--- src/rtl/tmr_wdog_pkg.sv ---
package tmr_wdog_pkg;

   // counter source selection (mode bit above the edge bit)
   typedef enum logic {
      SRC_CYCLE = 1'b0,
      SRC_PIN   = 1'b1
   } cnt_src_e;

   // active pin edge
   typedef enum logic {
      EDGE_RISE = 1'b0,
      EDGE_FALL = 1'b1
   } pin_edge_e;

   // prescaler ownership
   typedef enum logic {
      PSC_TO_CNT = 1'b0,
      PSC_TO_WDT = 1'b1
   } psc_owner_e;

   // number of single-bit flags above the ratio code in the mode word
   localparam int MODE_FLAGS = 3;

   // reset values of the mode word fields
   localparam cnt_src_e   SRC_RST   = SRC_PIN;
   localparam pin_edge_e  EDGE_RST  = EDGE_FALL;
   localparam psc_owner_e OWNER_RST = PSC_TO_WDT;

endpackage

--- src/rtl/tmr_evt_src.sv ---
module tmr_evt_src
   import tmr_wdog_pkg::*;
(
   input  logic      clk,
   input  logic      rst_n,
   input  logic      pin,
   input  cnt_src_e  src_sel,
   input  pin_edge_e edge_sel,
   output logic      src_evt
);

   logic pin_q;
   logic pin_rise;
   logic pin_fall;

   always_ff @(posedge clk or negedge rst_n) begin
      if (!rst_n) pin_q <= 1'b0;
      else        pin_q <= pin;
   end

   assign pin_rise = pin & ~pin_q;
   assign pin_fall = ~pin & pin_q;

   always_comb begin
      if (src_sel == SRC_PIN)
         src_evt = (edge_sel == EDGE_FALL) ? pin_fall : pin_rise;
      else
         src_evt = 1'b1;
   end

endmodule

--- src/rtl/tmr_prescaler.sv ---
module tmr_prescaler #(
   parameter int RATIO_W = 3
) (
   input  logic               clk,
   input  logic               rst_n,
   input  logic               clr,
   input  logic               evt,
   input  logic [RATIO_W-1:0] ratio,
   input  logic               extra_stage,
   output logic               out_pulse
);

   localparam int PSC_W = 1 << RATIO_W;
   localparam int TAP_W = RATIO_W + 1;

   logic [PSC_W-1:0] div_q;
   logic [PSC_W-1:0] tap_mask;
   logic [TAP_W-1:0] taps;

   // number of low prescaler bits that must be all ones
   assign taps = TAP_W'(ratio) + TAP_W'(extra_stage);

   for (genvar b = 0; b < PSC_W; b++) begin : g_mask
      assign tap_mask[b] = (taps > TAP_W'(b));
   end

   assign out_pulse = evt & ~clr & ((div_q & tap_mask) == tap_mask);

   always_ff @(posedge clk or negedge rst_n) begin
      if (!rst_n)   div_q <= '0;
      else if (clr) div_q <= '0;
      else if (evt) div_q <= div_q + PSC_W'(1);
   end

endmodule

--- src/rtl/tmr_count.sv ---
module tmr_count #(
   parameter int CNT_W = 8
) (
   input  logic             clk,
   input  logic             rst_n,
   input  logic             we,
   input  logic [CNT_W-1:0] wdata,
   input  logic             inc,
   output logic [CNT_W-1:0] value,
   output logic             wrap
);

   always_ff @(posedge clk or negedge rst_n) begin
      if (!rst_n) begin
         value <= '0;
         wrap  <= 1'b0;
      end else begin
         wrap <= 1'b0;
         if (we) begin
            value <= wdata;
         end else if (inc) begin
            value <= value + CNT_W'(1);
            wrap  <= &value;
         end
      end
   end

endmodule

--- src/rtl/tmr_wdog_base.sv ---
module tmr_wdog_base #(
   parameter int BASE_W = 4
) (
   input  logic clk,
   input  logic rst_n,
   input  logic tick,
   input  logic clr,
   input  logic en,
   output logic base_evt
);

   if (BASE_W == 0) begin : g_direct
      // every tick is a full base period
      assign base_evt = tick & en & ~clr;
   end else begin : g_counted
      logic [BASE_W-1:0] base_q;

      always_ff @(posedge clk or negedge rst_n) begin
         if (!rst_n)           base_q <= '0;
         else if (clr || !en)  base_q <= '0;
         else if (tick)        base_q <= base_q + BASE_W'(1);
      end

      assign base_evt = tick & en & ~clr & (&base_q);
   end

endmodule

--- src/rtl/tmr_wdog_unit.sv ---
module tmr_wdog_unit
   import tmr_wdog_pkg::*;
#(
   parameter int CNT_W      = 8,
   parameter int RATIO_W    = 3,
   parameter int WDT_BASE_W = 4,
   localparam int MODE_W    = RATIO_W + MODE_FLAGS
) (
   input  logic              clk,
   input  logic              rst_n,
   input  logic              mode_we,
   input  logic [MODE_W-1:0] mode_wdata,
   input  logic              cnt_we,
   input  logic [CNT_W-1:0]  cnt_wdata,
   output logic [CNT_W-1:0]  cnt_rdata,
   output logic              cnt_ovf,
   input  logic              ext_pin,
   input  logic              wdt_tick,
   input  logic              wdt_clr,
   input  logic              wdt_en,
   output logic              wdt_timeout
);

   localparam int OWNER_BIT = RATIO_W;
   localparam int EDGE_BIT  = RATIO_W + 1;
   localparam int SRC_BIT   = RATIO_W + 2;

   // elaboration-time parameter checks
   if (CNT_W < 2) begin : g_bad_cnt_w
      $error("tmr_wdog_unit: CNT_W must be at least 2");
   end
   if (RATIO_W < 1 || RATIO_W > 5) begin : g_bad_ratio_w
      $error("tmr_wdog_unit: RATIO_W must be 1..5");
   end
   if (WDT_BASE_W < 0 || WDT_BASE_W > 24) begin : g_bad_base_w
      $error("tmr_wdog_unit: WDT_BASE_W must be 0..24");
   end

   // mode word
   logic [RATIO_W-1:0] ratio_q;
   psc_owner_e         owner_q;
   pin_edge_e          edge_q;
   cnt_src_e           src_q;

   always_ff @(posedge clk or negedge rst_n) begin
      if (!rst_n) begin
         ratio_q <= '1;
         owner_q <= OWNER_RST;
         edge_q  <= EDGE_RST;
         src_q   <= SRC_RST;
      end else if (mode_we) begin
         ratio_q <= mode_wdata[RATIO_W-1:0];
         owner_q <= psc_owner_e'(mode_wdata[OWNER_BIT]);
         edge_q  <= pin_edge_e'(mode_wdata[EDGE_BIT]);
         src_q   <= cnt_src_e'(mode_wdata[SRC_BIT]);
      end
   end

   logic psc_wdt;
   logic src_evt;
   logic base_evt;
   logic psc_evt;
   logic psc_clr;
   logic psc_out;
   logic cnt_inc;
   logic wdt_fire;
   logic timeout_q;

   assign psc_wdt = (owner_q == PSC_TO_WDT);

   tmr_evt_src u_src (
      .clk      (clk),
      .rst_n    (rst_n),
      .pin      (ext_pin),
      .src_sel  (src_q),
      .edge_sel (edge_q),
      .src_evt  (src_evt)
   );

   tmr_wdog_base #(.BASE_W(WDT_BASE_W)) u_base (
      .clk      (clk),
      .rst_n    (rst_n),
      .tick     (wdt_tick),
      .clr      (wdt_clr),
      .en       (wdt_en),
      .base_evt (base_evt)
   );

   // prescaler routing: its input, clear and output follow the owner
   assign psc_evt = psc_wdt ? base_evt : src_evt;
   assign psc_clr = psc_wdt ? wdt_clr  : cnt_we;

   tmr_prescaler #(.RATIO_W(RATIO_W)) u_psc (
      .clk         (clk),
      .rst_n       (rst_n),
      .clr         (psc_clr),
      .evt         (psc_evt),
      .ratio       (ratio_q),
      .extra_stage (~psc_wdt),
      .out_pulse   (psc_out)
   );

   assign cnt_inc  = psc_wdt ? src_evt : psc_out;
   assign wdt_fire = psc_wdt ? psc_out : base_evt;

   tmr_count #(.CNT_W(CNT_W)) u_cnt (
      .clk   (clk),
      .rst_n (rst_n),
      .we    (cnt_we),
      .wdata (cnt_wdata),
      .inc   (cnt_inc),
      .value (cnt_rdata),
      .wrap  (cnt_ovf)
   );

   always_ff @(posedge clk or negedge rst_n) begin
      if (!rst_n) timeout_q <= 1'b0;
      else        timeout_q <= wdt_fire;
   end

   assign wdt_timeout = timeout_q;

endmodule

--- config.mk ---
export PLATFORM = sky130hd
export DESIGN_NAME = tmr_wdog_unit
export DESIGN_NICKNAME = d
export VERILOG_FILES = /design/src/rtl/tmr_wdog_pkg.sv /design/src/rtl/tmr_evt_src.sv /design/src/rtl/tmr_prescaler.sv /design/src/rtl/tmr_count.sv /design/src/rtl/tmr_wdog_base.sv /design/src/rtl/tmr_wdog_unit.sv
export SDC_FILE = /design/constraint.sdc
export NUM_CORES = 1
export LEC_CHECK = 0
export BUFFER_PORTS_ARGS = -buffer_cell sky130_fd_sc_hd__buf_2
export CAP_MARGIN = 20
export CORE_MARGIN = 8
export CORE_UTILIZATION = 59
export DETAILED_ROUTE_END_ITERATION = 10
export PLACE_DENSITY_LB_ADDON = 0.15
export SETUP_SLACK_MARGIN = 0.1
export SYNTH_ARGS = -nofsm -noshare
export SYNTH_HDL_FRONTEND = slang
export SYNTH_SLANG_ARGS = --single-unit
--- constraint.sdc ---
create_clock -name clk -period 5.2 [get_ports clk]
set_input_delay 0.78 -clock clk [delete_from_list [all_inputs] [get_ports clk]]
set_output_delay 0.78 -clock clk [all_outputs]
set_load 0.05 [all_outputs]
==> results.json <==
{
  "status": "finished, final reports clean",
  "antenna_found_initial": 0,
  "synth_cells": 171,
  "cts_tree": "done",
  "yosysUniqueCellTypes": 42,
  "muxShareOfSynthArea_pct": 5.90,
  "final_layout_size_suffix_gt1_share_pct": 28.0,
  "final-hold-violation-count": 0,
  "synthXorXnorAreaFrac_pct": 5.23,
  "cap_violations": 0,
  "placed_cells": 230,
  "grt_max_degree": 30,
  "setup_viol": 0,
  "ys_ff_latch": 29,
  "power.density_nw_per_um2": 297,
  "via_count": 1446,
  "numCtsBuffers": 5,
  "p_leak_nw": 0.872,
  "vias_per_cell": 6.08,
  "rr_worst_depth": 9,
  "finalCritPeriodShare_pct": 52.1,
  "startpoint_type": "register",
  "synth-simple-area-share_pct": 22.0,
  "fmax_mhz": 369,
  "grt_usage_pct": 16.1,
  "rows": 19,
  "drt.antenna.violating_nets": 0,
  "finalNetCount": 233,
  "dp_hpwl_mm": 2.85,
  "pin_count": 32,
  "fin_util_pct": 69.7,
  "die_y_um": 69.3,
  "final_cell_mix": "buf_2, dfrtp_1, nor2_1, nand2_1, nand3_1",
  "detail_route.iter0.violations": 61,
  "root_buffer": "clkbuf_4",
  "antenna_cells": 0,
  "clk_pin_slew_ns": 0.10,
  "port_buffers": 31,
  "start_util_pct": 61.2,
  "ys_seq_area_share_pct": 43.8,
  "finClkSkew_ns": 0.0122,
  "dieArea_um2": 4800,
  "syn_area_per_cell_um2": 9.79,
  "fin_area_um2": 1900,
  "core_um2": 2730,
  "cp.required_ns": 5.47,
  "syn_area_um2": 1670,
  "grt_overflow_total": 0,
  "critPathLaunch": "owner_q",
  "worstSkewPairLatency_ns": 0.32,
  "grt_pass1_wl_mm": 6.63,
  "r2r_slack_ns": 2.49,
  "gp_congestion": 0.944,
  "drt-wirelength-per-cell_um": 16.0,
  "setup_tns_ns": 0,
  "layout_commonest_cell": "buf_2",
  "synth_ff_type": "dfrtp_1",
  "layout_min_cycle_time_ns": 2.71,
  "worstPathCellList": "inv_1 -> ha_1 -> ha_1 -> nor2_1 -> o2111ai_1 -> a21oi_1 -> o211ai_2 -> a2111o_1 -> nand3_1",
  "cts_resized": 0,
  "worstMarginPinSlew_ns": 0.644,
  "rsz0062_at_grt": "no",
  "setup_ws_ns": 2.49,
  "yosys_warnings": 0,
  "grt_pass1_vias": 1551,
  "layoutNonFillerInstCount": 238,
  "dieWidth_um": 69.3,
  "hold_buffers": 0,
  "hp-class": "in2async",
  "r2r-start": "owner_q",
  "h-tree-depth": 2,
  "relSlewSlack_pct": 57.1,
  "cp.arrival_ns": 2.97,
  "synth_edf_count": 0,
  "cts_setup_buffers": 0,
  "cpMaxStageDelayCell": "dfstp_2",
  "synth_compound_area_share_pct": 16.6,
  "areaGrowthSynthToFinish_pct": 13.8,
  "cts.path.max_buffers": 2,
  "critPathMaxStageDelay_ns": 0.59,
  "cp-end-kind": "register",
  "place_area_um2": 1850,
  "synth_fp_nets": 198,
  "yosys.area.top_type_share_pct": 34.4,
  "synth_top_family_by_area": "simple AND/OR/NAND/NOR gates",
  "worstPathMaxFanout": 6,
  "drv_slew": 0,
  "synth_area_leader_cell": "dfrtp_1",
  "pre_cts_ws_ns": 2.54,
  "async_flop_share_pct": 100,
  "drcViolationCount": 0,
  "max-vdd-ir-drop_mv": 0.218,
  "synthAdderAreaFrac_pct": 3.74,
  "yosys-top-cells-area": "dfrtp_1, dfstp_2, mux2_2",
  "wirelength_mm": 3.80,
  "first_pass_iters": 5,
  "crit_top_cell": "ha_1",
  "fill_cells": 228,
  "crit_type": "reg2reg",
  "cts_sinks": 29,
  "reg2reg_to": "u_cnt.value[3]"
}
==> critical path: cells and delay by family, from the launching register on <==
kind,cells,cell delay [ns]
adders and majority gates,2,0.53
buffers and inverters,1,0.09
DFF,1,0.59
AOI/OAI and AO/OA,4,1.17
and+or+nand+nor,2,0.28
==> flip-flops by register name, indices dropped and copies added, names as in the netlist <==
name / cells
ratio_q: 3
u_psc.div_q: 8
edge_q: 1
u_cnt.value: 8
u_cnt.wrap: 1
src_q: 1
wdt_timeout: 1
u_src.pin_q: 1
u_base.g_counted.base_q: 4
owner_q: 1
==> worst max path at each step <==
stage / cells after the start / slack, ns / endpoint
after floorplan: 9 / 2.74 / u_cnt.value[4]
after global placement: 9 / 2.69 / u_cnt.value[4]
after detailed placement: 9 / 2.54 / u_cnt.value[3]
after CTS: 9 / 2.50 / u_cnt.value[3]
after global routing: 9 / 2.26 / u_cnt.value[3]
final: 9 / 2.49 / u_cnt.value[3]
==> layer usage <==
metal / routed length [um] / global-route usage, %
met1: 1730 / 18.9
met3: 186 / 5.58
met5: 0 / 0
met2: 1840 / 26.5
met4: 42 / 5.69
==> layout make-up <==
type                    count  area, um2  area share [%]
repair buffers             31        155            8.15
clock buffers               6       41.3            2.17
inverters                   8       30.0            1.58
multi-input cells         131        896            47.0
flip-flops and latches     29        733            38.5
clock inverters             2       10.0           0.526
well taps                  31       38.8            2.04
==> power by group <==
| group | leakage (nW) | switching (mW) | internal, mW |
|---|---|---|---|
| registers | 0.360 | 0.0233 | 0.248 |
| clock network | 0.0320 | 0.0795 | 0.0514 |
| logic | 0.479 | 0.107 | 0.0568 |
==> cells in the mapped netlist (all sizes together), types with 2 or more instances <==
cell and instances:
nor3 4, a2111o 2, nand4 8, ha 5, nand2b 2, a21oi 3, nor2 19, o21a 2
o2111ai 4, nand2 15, mux2i 2, a211o 2, nand3 13, xnor2 3, xor2 7, dfstp 6
o21ai 5, inv 8, and2 3, mux2 7, o211ai 3, nor2b 4, dfrtp 23, clkbuf 2
and3 4, a22oi 3
==> stage by stage <==
| stage | total power [mW] | hold slack [ns] |
|---|---|---|
| 3_3_place_gp | 0.431 | 0.521 |
| 2_1_floorplan | 0.391 | 0.484 |
| 3_5_place_dp | 0.438 | 0.533 |
| 4_1_cts | 0.569 | 0.480 |
| 6_report | 0.566 | 0.470 |
| 5_1_grt | 0.599 | 0.501 |
==> cells by family after synthesis <==
logic type	Yosys count
and+or+nand+nor	75
AOI/OAI and AO/OA	32
DFF	29
buffers and inverters	11
xor gates and xnor gates	10
muxes	9
adders and majority gates	5
No activity file was read; power rests on OpenSTA's default activity.
